File: src/rtl/mfa_pkg.sv
package mfa_pkg;

    typedef enum logic [1:0] {
        MFA_SEARCH = 2'd0,
        MFA_PROVE  = 2'd1,
        MFA_LOCK   = 2'd2
    } mfa_state_e;

    typedef struct packed {
        logic stb;
        logic align;
        logic sig;
    } mfa_frame_t;

    function automatic logic rising(input logic now_v, input logic prev_v);
        return now_v & ~prev_v;
    endfunction

endpackage

File: src/rtl/mfa_red_edge.sv
module mfa_red_edge (
    input  logic clk,
    input  logic rst,
    input  logic red_i,
    output logic rise_o
);
    logic prev_q;

    always_ff @(posedge clk) begin
        if (rst) prev_q <= 1'b0;
        else     prev_q <= red_i;
    end

    assign rise_o = mfa_pkg::rising(red_i, prev_q);

    // a level held high yields a single event
    assert_single_rise_R9: assert property (@(posedge clk) disable iff (rst)
        rise_o |=> !rise_o);

endmodule

File: src/rtl/mfa_window.sv
module mfa_window #(
    parameter int                MF_LEN  = 12,
    parameter logic [MF_LEN-1:0] PATTERN = 12'b1101_0011_1000
) (
    input  logic clk,
    input  logic rst,
    input  logic active_i,
    input  logic stb_i,
    input  logic bit_i,
    output logic hit_o
);
    localparam int              FW        = (MF_LEN > 2) ? $clog2(MF_LEN) : 1;
    localparam logic [FW-1:0]   FILL_FULL = FW'(MF_LEN - 1);

    logic [MF_LEN-1:0] hist_q;
    logic [MF_LEN-1:0] cand;
    logic [FW-1:0]     fill_q;

    assign cand = {bit_i, hist_q[MF_LEN-1:1]};

    always_ff @(posedge clk) begin
        if (rst) begin
            hist_q <= '0;
            fill_q <= '0;
        end else if (!active_i) begin
            fill_q <= '0;
        end else if (stb_i) begin
            hist_q <= cand;
            if (fill_q != FILL_FULL) fill_q <= fill_q + 1'b1;
        end
    end

    assign hit_o = active_i & stb_i & (fill_q == FILL_FULL) & (cand == PATTERN);

    // leaving search empties the window
    assert_window_cleared_R4: assert property (@(posedge clk) disable iff (rst)
        !active_i |=> (fill_q == '0));

    // fill never passes the window depth
    assert_fill_bound_R2: assert property (@(posedge clk) disable iff (rst)
        fill_q <= FILL_FULL);

endmodule

File: src/rtl/mfa_prove_fsm.sv
module mfa_prove_fsm
    import mfa_pkg::*;
#(
    parameter int                MF_LEN        = 12,
    parameter logic [MF_LEN-1:0] PATTERN       = 12'b1101_0011_1000,
    parameter int                PROVE_PERIODS = 3
) (
    input  logic       clk,
    input  logic       rst,
    input  logic       stb_i,
    input  logic       align_i,
    input  logic       hit_i,
    input  logic       red_rise_i,
    output mfa_state_e state_o,
    output logic       loa_o,
    output logic       fwd_o
);
    localparam int            PW       = (MF_LEN > 2) ? $clog2(MF_LEN) : 1;
    localparam int            CW       = $clog2(PROVE_PERIODS + 1);
    localparam logic [PW-1:0] PH_LAST  = PW'(MF_LEN - 1);
    localparam logic [CW-1:0] CNT_LAST = CW'(PROVE_PERIODS - 1);

    mfa_state_e    state_q, state_d;
    logic [PW-1:0] phase_q, phase_d;
    logic [CW-1:0] pcnt_q, pcnt_d;
    logic          loa_q;
    logic          miss;

    assign miss = stb_i & (align_i != PATTERN[phase_q]);

    always_comb begin
        state_d = state_q;
        phase_d = phase_q;
        pcnt_d  = pcnt_q;
        case (state_q)
            MFA_SEARCH: begin
                if (hit_i) begin
                    phase_d = '0;
                    pcnt_d  = CW'(1);
                    state_d = (PROVE_PERIODS <= 1) ? MFA_LOCK : MFA_PROVE;
                end
            end
            MFA_PROVE: begin
                if (red_rise_i || miss) begin
                    state_d = MFA_SEARCH;
                end else if (stb_i) begin
                    if (phase_q == PH_LAST) begin
                        phase_d = '0;
                        if (pcnt_q == CNT_LAST) state_d = MFA_LOCK;
                        else                    pcnt_d  = pcnt_q + 1'b1;
                    end else begin
                        phase_d = phase_q + 1'b1;
                    end
                end
            end
            MFA_LOCK: begin
                if (red_rise_i) state_d = MFA_SEARCH;
            end
            default: state_d = MFA_SEARCH;
        endcase
    end

    always_ff @(posedge clk) begin
        if (rst) begin
            state_q <= MFA_SEARCH;
            phase_q <= '0;
            pcnt_q  <= '0;
            loa_q   <= 1'b0;
        end else begin
            state_q <= state_d;
            phase_q <= phase_d;
            pcnt_q  <= pcnt_d;
            loa_q   <= (state_q == MFA_LOCK) & red_rise_i;
        end
    end

    assign state_o = state_q;
    assign loa_o   = loa_q;
    assign fwd_o   = (state_q == MFA_LOCK) & stb_i & ~red_rise_i;

    assert_phase_range_R2: assert property (@(posedge clk) disable iff (rst)
        phase_q <= PH_LAST);

    assert_count_range_R3: assert property (@(posedge clk) disable iff (rst)
        (state_q == MFA_PROVE) |-> (pcnt_q >= CW'(1) && pcnt_q <= CNT_LAST));

    assert_miss_restarts_R4: assert property (@(posedge clk) disable iff (rst)
        (state_q == MFA_PROVE && miss) |=> (state_q == MFA_SEARCH));

    assert_lock_holds_R7: assert property (@(posedge clk) disable iff (rst)
        (state_q == MFA_LOCK && !red_rise_i) |=> (state_q == MFA_LOCK));

    assert_alarm_unlocks_R8: assert property (@(posedge clk) disable iff (rst)
        (state_q == MFA_LOCK && red_rise_i) |=> (state_q == MFA_SEARCH && loa_o));

    assert_loa_one_cycle_R8: assert property (@(posedge clk) disable iff (rst)
        loa_o |=> !loa_o);

    assert_no_loa_unlocked_R9: assert property (@(posedge clk) disable iff (rst)
        (state_q != MFA_LOCK) |=> !loa_o);

endmodule

File: src/rtl/mfa_forward.sv
module mfa_forward (
    input  logic clk,
    input  logic rst,
    input  logic fwd_i,
    input  logic sig_i,
    output logic data_o,
    output logic valid_o
);
    always_ff @(posedge clk) begin
        if (rst) begin
            data_o  <= 1'b0;
            valid_o <= 1'b0;
        end else begin
            valid_o <= fwd_i;
            if (fwd_i) data_o <= sig_i;
        end
    end

    // data holds between forwarded bits
    assert_data_hold_R6: assert property (@(posedge clk) disable iff (rst)
        !fwd_i |=> $stable(data_o));

endmodule

File: src/rtl/mfa_proving_detector.sv
module mfa_proving_detector
    import mfa_pkg::*;
#(
    parameter int                MF_LEN        = 12,
    parameter logic [MF_LEN-1:0] PATTERN       = 12'b1101_0011_1000,
    parameter int                PROVE_PERIODS = 3
) (
    input  logic clk,
    input  logic rst,
    input  logic frame_stb,
    input  logic align_bit,
    input  logic sig_bit,
    input  logic red_alarm,
    output logic sig_data,
    output logic sig_valid,
    output logic in_sync,
    output logic loa_pulse
);
    mfa_frame_t frm;
    mfa_state_e state;
    logic       red_rise;
    logic       hit;
    logic       win_active;
    logic       fwd;

    assign frm        = '{stb: frame_stb, align: align_bit, sig: sig_bit};
    assign win_active = (state == MFA_SEARCH) & ~red_rise;

    mfa_red_edge u_edge (
        .clk    (clk),
        .rst    (rst),
        .red_i  (red_alarm),
        .rise_o (red_rise)
    );

    mfa_window #(.MF_LEN(MF_LEN), .PATTERN(PATTERN)) u_window (
        .clk      (clk),
        .rst      (rst),
        .active_i (win_active),
        .stb_i    (frm.stb),
        .bit_i    (frm.align),
        .hit_o    (hit)
    );

    mfa_prove_fsm #(.MF_LEN(MF_LEN), .PATTERN(PATTERN),
                    .PROVE_PERIODS(PROVE_PERIODS)) u_fsm (
        .clk        (clk),
        .rst        (rst),
        .stb_i      (frm.stb),
        .align_i    (frm.align),
        .hit_i      (hit),
        .red_rise_i (red_rise),
        .state_o    (state),
        .loa_o      (loa_pulse),
        .fwd_o      (fwd)
    );

    mfa_forward u_fwd (
        .clk     (clk),
        .rst     (rst),
        .fwd_i   (fwd),
        .sig_i   (frm.sig),
        .data_o  (sig_data),
        .valid_o (sig_valid)
    );

    assign in_sync = (state == MFA_LOCK);

    assert_fwd_needs_sync_R5: assert property (@(posedge clk) disable iff (rst)
        sig_valid |-> $past(in_sync));

    assert_valid_from_strobe_R10: assert property (@(posedge clk) disable iff (rst)
        sig_valid |-> $past(frame_stb));

    assert_lock_on_frame_R3: assert property (@(posedge clk) disable iff (rst)
        $rose(in_sync) |-> $past(frame_stb));

endmodule

File: config.mk
export PLATFORM = sky130hd
export DESIGN_NAME = mfa_proving_detector
export DESIGN_NICKNAME = d
export VERILOG_FILES = /design/src/rtl/mfa_pkg.sv /design/src/rtl/mfa_red_edge.sv /design/src/rtl/mfa_window.sv /design/src/rtl/mfa_prove_fsm.sv /design/src/rtl/mfa_forward.sv /design/src/rtl/mfa_proving_detector.sv
export SDC_FILE = /design/constraint.sdc
export NUM_CORES = 1
export LEC_CHECK = 0
export BUFFER_PORTS_ARGS = -buffer_cell sky130_fd_sc_hd__clkbuf_2
export CAP_MARGIN = 40
export CORE_MARGIN = 4
export CORE_UTILIZATION = 52
export CTS_CLUSTER_SIZE = 25
export DETAILED_ROUTE_END_ITERATION = 10
export GPL_TIMING_DRIVEN = 0
export MAX_ROUTING_LAYER = met4
export PLACE_DENSITY_LB_ADDON = 0.12
export SLEW_MARGIN = 20
export SYNTH_ARGS = -nofsm -noshare
export SYNTH_HDL_FRONTEND = slang
export SYNTH_SLANG_ARGS = --single-unit
File: constraint.sdc
create_clock -name clk -period 2.13 [get_ports clk]
set_clock_uncertainty 0.2 [all_clocks]
set_input_delay 0 -clock clk [delete_from_list [all_inputs] [get_ports clk]]
set_output_delay 0 -clock clk [all_outputs]
set_load 0.01 [all_outputs]
Word level (Yosys, flattened, before mapping)
Memories as Yosys holds them, arrays and structs flattened. A register that Yosys moved wholly into a read port is not among the register bits.
Index checks and enable logic that the tools add are counted.

cells by class
  equality and inequality tests = 17
  reductions and logical operators = 9
  $lt $le $gt $ge = 1
  add/subtract/negate cells = 3
  bitwise gates (word level) = 12
  muxes and demuxes = 20

operators with widths
  cell                                                                           count
  4-bit 2-to-1 mux                                                               6
  2-bit 2-to-1 mux                                                               10
  12-bit equality test (second input constant)                                   1
  1-bit AND                                                                      9
  4-bit by 1-bit adder with 4-bit output (second input constant)                 2
  4-bit equality test (second input constant)                                    2
  2-bit inequality test (second input constant)                                  4
  4-bit one-hot mux with 2 select lines                                          1
  3-bit by 1-bit inequality test with 1-bit output (second input constant)       2
  2-bit one-hot mux with 3 select lines                                          1
  6-bit AND reduction                                                            1
  4-bit by 5-bit less-than comparator with 1-bit output (second input constant)  1
  5-bit AND reduction                                                            1
  2-bit equality test (second input constant)                                    2
  2-bit by 1-bit inequality test with 1-bit output (second input constant)       2
  4-bit inequality test (second input constant)                                  1
  2-bit one-hot mux with 2 select lines                                          1
  2-bit AND reduction                                                            2
  4-bit AND reduction                                                            1
  3-bit by 2-bit inequality test with 1-bit output (second input constant)       1
  1-bit inverter                                                                 3
  2-bit by 1-bit adder with 2-bit output (second input constant)                 1
  2-bit by 1-bit equality test with 1-bit output (second input constant)         1
  2-bit logical NOT                                                              1
  other kinds (5)                                                                5

word-level totals
  logic and storage cells = 72
  input port bits = 6
  memory bits (read-only) = 16
  register bits after elaboration = 28
  memories = 1
  output and inout port bits = 4

memory list
  name              depth  width  read ports  clocked after Yosys merged registers in  wr ports  line                 RTL
  (name not given)  16     1      1           1                                        0         mfa_prove_fsm.sv:29  assign miss = stb_i & (align_i != PATTERN[phase_q]);

Depth between registers and ports, before layout
  depth in word-level cells = 11
  depth in mapped cells = 7
  gate-level depth less buffers = 7

Cells and area by module
A second synthesis with hierarchy kept.

second synthesis, totals
  cell total of the unflattened synthesis = 158
  area, all modules = 1,491.4 µm²

modules (own cells, without submodules)
  module                sequential area each (µm²)  times used  area an instance (µm²)  cells each
  mfa_window            300.3                       1           709.4                   76
  mfa_prove_fsm         200.2                       1           658.1                   72
  mfa_forward           40.0                        1           60.1                    5
  mfa_red_edge          20.0                        1           47.5                    3
  mfa_proving_detector  0.0                         1           16.3                    2

Least setup slack after synthesis
OpenSTA, ideal clock, no wires.

  kind = register to register
  start point = register u_window.fill_q[0]
  end point = register (tool-made name)
  stages on the path, launching flop included = 8
  arrival = 1.882 ns
  setup time = 0.131 ns
  required time = 1.799 ns
  slack = -0.084 ns
  buffers on the path = 0
  period minus slack after synthesis = 2.214 ns
  cell sequence = dfxtp_1 -> ha_1 -> nand3b_4 -> or3_4 -> o21a_4 -> or4_1 -> a21oi_1 -> o311ai_1

RTL lines
  element                 line              RTL
  from (decl)             mfa_window.sv:17  logic [FW-1:0] fill_q;
  from (signal assigned)  mfa_window.sv:29  if (fill_q != FILL_FULL) fill_q <= fill_q + 1'b1;

==> impl_metrics.yaml <==
status:
  status: "complete, but fails checks"
  violations: "negative setup slack"
worst_setup_path:
  r2r_cells: 6
  cp_top_family: "simple AND/OR/NAND/NOR gates"
  crit_fanout: 3
  critical_path_buf_inv_count: 0
  path_cells: "nand4bb_4 -> or3_4 -> o21a_4 -> or4_4 -> a21oi_2 -> o311ai_2"
  path_depth: 6
  cp-startpoint: "u_window.hist_q[8]"
  cp_data_arrival_time_ns: 2.18
  cpPeakStageDelay_ns: 0.41
  slowest_stage: "or3_4"
  crit_type: "register to register"
  startpoint_type: "register"
  end_kind: "register"
  reg2reg_slack_ns: -0.02
  required_ns: 2.16
  reg2reg_from: "u_window.hist_q[8]"
grt:
  gr-usage-met1_pct: 22.5
  grt_pass1_wl_mm: 4.76
  use_met2_pct: 30.4
  grt.total_usage_pct: 18.3
  grt_util_met3_pct: 1.97
  overflow: 0
  grt_pass1_vias: 1085
  grt_max_degree: 17
  grt_busiest_layer: "met2"
  antenna_found_initial: 0
placed_design:
  dp_slack_ns: -0.185
  dp_hpwl_mm: 2.01
  place_area_um2: 1440
  gp_congestion: 0.922
  io_buffers: 8
floorplanning:
  ios: 10
  rows: 18
  initial_core_util_pct: 54.3
  die-height_um: 58.9
  dieWidth_um: 58.9
  coreArea_um2: 2480
  design.die.area_um2: 3470
finish:
  diodes: 0
  design_area_um2: 1680
  drive_above_1_share_pct: 24.4
  final_nets: 186
  area_growth_pct: 24.5
  nFillCells: 206
synth:
  synth_area_leaders: "dfxtp_1, mux2i_1, nor2_1, o21ai_0, nand2_1"
  yosys.area_share.xor_xnor_pct: 3.25
  yosysMostFrequentCell: "dfxtp_1"
  avgSynthCellArea_um2: 8.80
  synth_top_area_share_pct: 41.6
  synth_nets: 162
  syn_area_um2: 1350
  yosysSeqAreaShare_pct: 41.6
  synth_cell_types: 41
  synth_ff_type: "dfxtp_1"
  synthCells: 153
  synthAdderAreaFrac_pct: 2.79
  synth-compound-area-share_pct: 12.2
  synth_top_family_by_area: "simple AND/OR/NAND/NOR gates"
  synth-edff-count: 0
  yosysWarnings: 0
  synth_mux_area_share_pct: 8.18
  yosysTopAreaCell: "dfxtp_1"
  synthTopCellsByCount: "dfxtp_1, nor2_1, mux2i_1, nand2_1, o21ai_0"
  synthSimpleGateAreaFrac_pct: 28.0
  async_reset_ff_share_pct: 0
  ys_seq_elements: 28
clock_network:
  cts-buffers-inserted: 3
  clk_pin_slew_worst_paths_ns: 0.15
  cts_tree: "built"
  cts.sinks: 28
  clk_latency_ns: 0.33
  htreeDepth: 1
  cts_buffer_depth: 2
  clock-root-buffer: "clkbuf_4"
timing:
  setup_ws_ns: -0.0224
  finalHoldViolations: 0
  finalCritPeriodShare_pct: 101
  setup_viol: 1
  achievable-frequency_mhz: 465
  slew_violations: 0
  whs_ns: 0.256
  rsz0062_at_grt: "yes"
  min_period_ns: 2.15
  fin_tns_setup_ns: -0.0224
  worstMarginPinSlew_ns: 0.519
  relSlewSlack_pct: 65.4
routing:
  drtIter0Drc: 33
  wl_mm: 2.94
  wire_per_inst_um: 14.3
  via_count: 1177
  drc: 0
  drtPass1Iterations: 4
  avgViaCountPerCell: 5.71
  antenna_left: 0
power_and_ir_drop:
  p_per_area_nw_per_um2: 568
  leakage_nw: 0.706
  vdd_drop_max_mv: 0.403
worst_hold_path:
  hp-class: "input port to register"
job:
  maxCapViolations: 0
==> timing repair <==
action,4_1_cts,5_1_grt
gates resized for setup,5,16
hold endpoints to repair,20,0
hold buffers,6,0
endpoints found under the setup margin,2,4
setup buffers,4,2
pin swaps,7,5
==> placed cells by master, fill, tap and decap left out, types with 2 or more instances in the layout <==
master,count
a21oi_1,7
buf_4,7
clkbuf_1,2
clkbuf_2,8
clkbuf_4,3
dfxtp_1,22
dfxtp_2,4
dfxtp_4,2
dlygate4sd3_1,6
ha_1,2
inv_1,7
mux2i_1,11
nand2_1,11
nand2b_1,3
nand3_1,5
nand3b_1,2
nand4_1,5
nor2_1,19
nor2b_1,2
nor3_1,3
nor4_1,2
o21ai_0,6
o21ai_1,3
or2_2,2
or4_4,2
xnor2_1,2
xor2_1,3
==> area by class of cell <==
type | instances | area, µm² | share of cell area [%]
plain buffers | 5 | 23.8 | 1.42
clock buffers | 3 | 22.5 | 1.34
clock inverters | 1 | 30.0 | 1.79
inverters | 7 | 26.3 | 1.57
multi-input cells | 112 | 818 | 48.8
flip-flops and latches | 28 | 573 | 34.2
well taps | 30 | 37.5 | 2.24
repair buffers | 20 | 145 | 8.66
==> how the worst min path moves through the flow <==
| stage | from | end | slack [ns] | cells after the start |
|---|---|---|---|---|
| 2_1_floorplan | red_alarm | u_edge.prev_q | -0.07 | 1 |
| 3_3_place_gp | red_alarm | u_edge.prev_q | 0.03 | 2 |
| 3_5_place_dp | red_alarm | u_edge.prev_q | 0.05 | 2 |
| 4_1_cts | red_alarm | u_edge.prev_q | 0.23 | 3 |
| 5_1_grt | red_alarm | u_edge.prev_q | 0.27 | 3 |
| 6_report | red_alarm | u_edge.prev_q | 0.26 | 3 |
==> power breakdown <==
part / total, mW / switching (mW) / internal [mW]
clock network: 0.355 / 0.164 / 0.190
logic: 0.0640 / 0.0351 / 0.0289
registers: 0.533 / 0.00485 / 0.528
==> cells by family after synthesis <==
family	Yosys count
compound gates	26
xor+xnor	5
fa+ha+maj	3
buf+inv	13
flops	28
mux	11
simple gates	67
==> worst reg2reg max path, stage by stage (launching register included) <==
cell and delay, ns:
dfxtp_2 0.36, nand4bb_4 0.22, or3_4 0.41, o21a_4 0.21, or4_4 0.41, a21oi_2 0.15, o311ai_2 0.09
==> sequential cells by signal (all words and copies together) (netlist names), named ones only <==
name             flops
u_fsm.loa_o          1
u_window.hist_q     11
u_fwd.valid_o        1
u_window.fill_q      4
u_fsm.state_o        2
u_fsm.phase_q        4
u_edge.prev_q        1
u_fsm.pcnt_q         2
u_fwd.data_o         1
==> per-stage QoR <==
stage / power (mW) / utilization (%) / cells
after floorplan: 0.582 / - / 153
after global placement: 0.596 / 58.1 / 191
after detailed placement: 0.599 / 58.1 / 191
after CTS: 0.956 / 64.6 / 204
after global routing: 0.994 / 67.7 / 206
final: 0.952 / 67.7 / 206
==> routing by layer <==
| metal | up-vias | wire length [µm] | part of all wire (%) |
|---|---|---|---|
| li1 | 585 | - | - |
| met1 | 554 | 1340 | 46 |
| met5 | - | 0 | 0 |
| met3 | 8 | 113 | 3.8 |
| met4 | 0 | 75 | 2.6 |
| met2 | 30 | 1410 | 48 |
(Power assumes the default switching activity.)
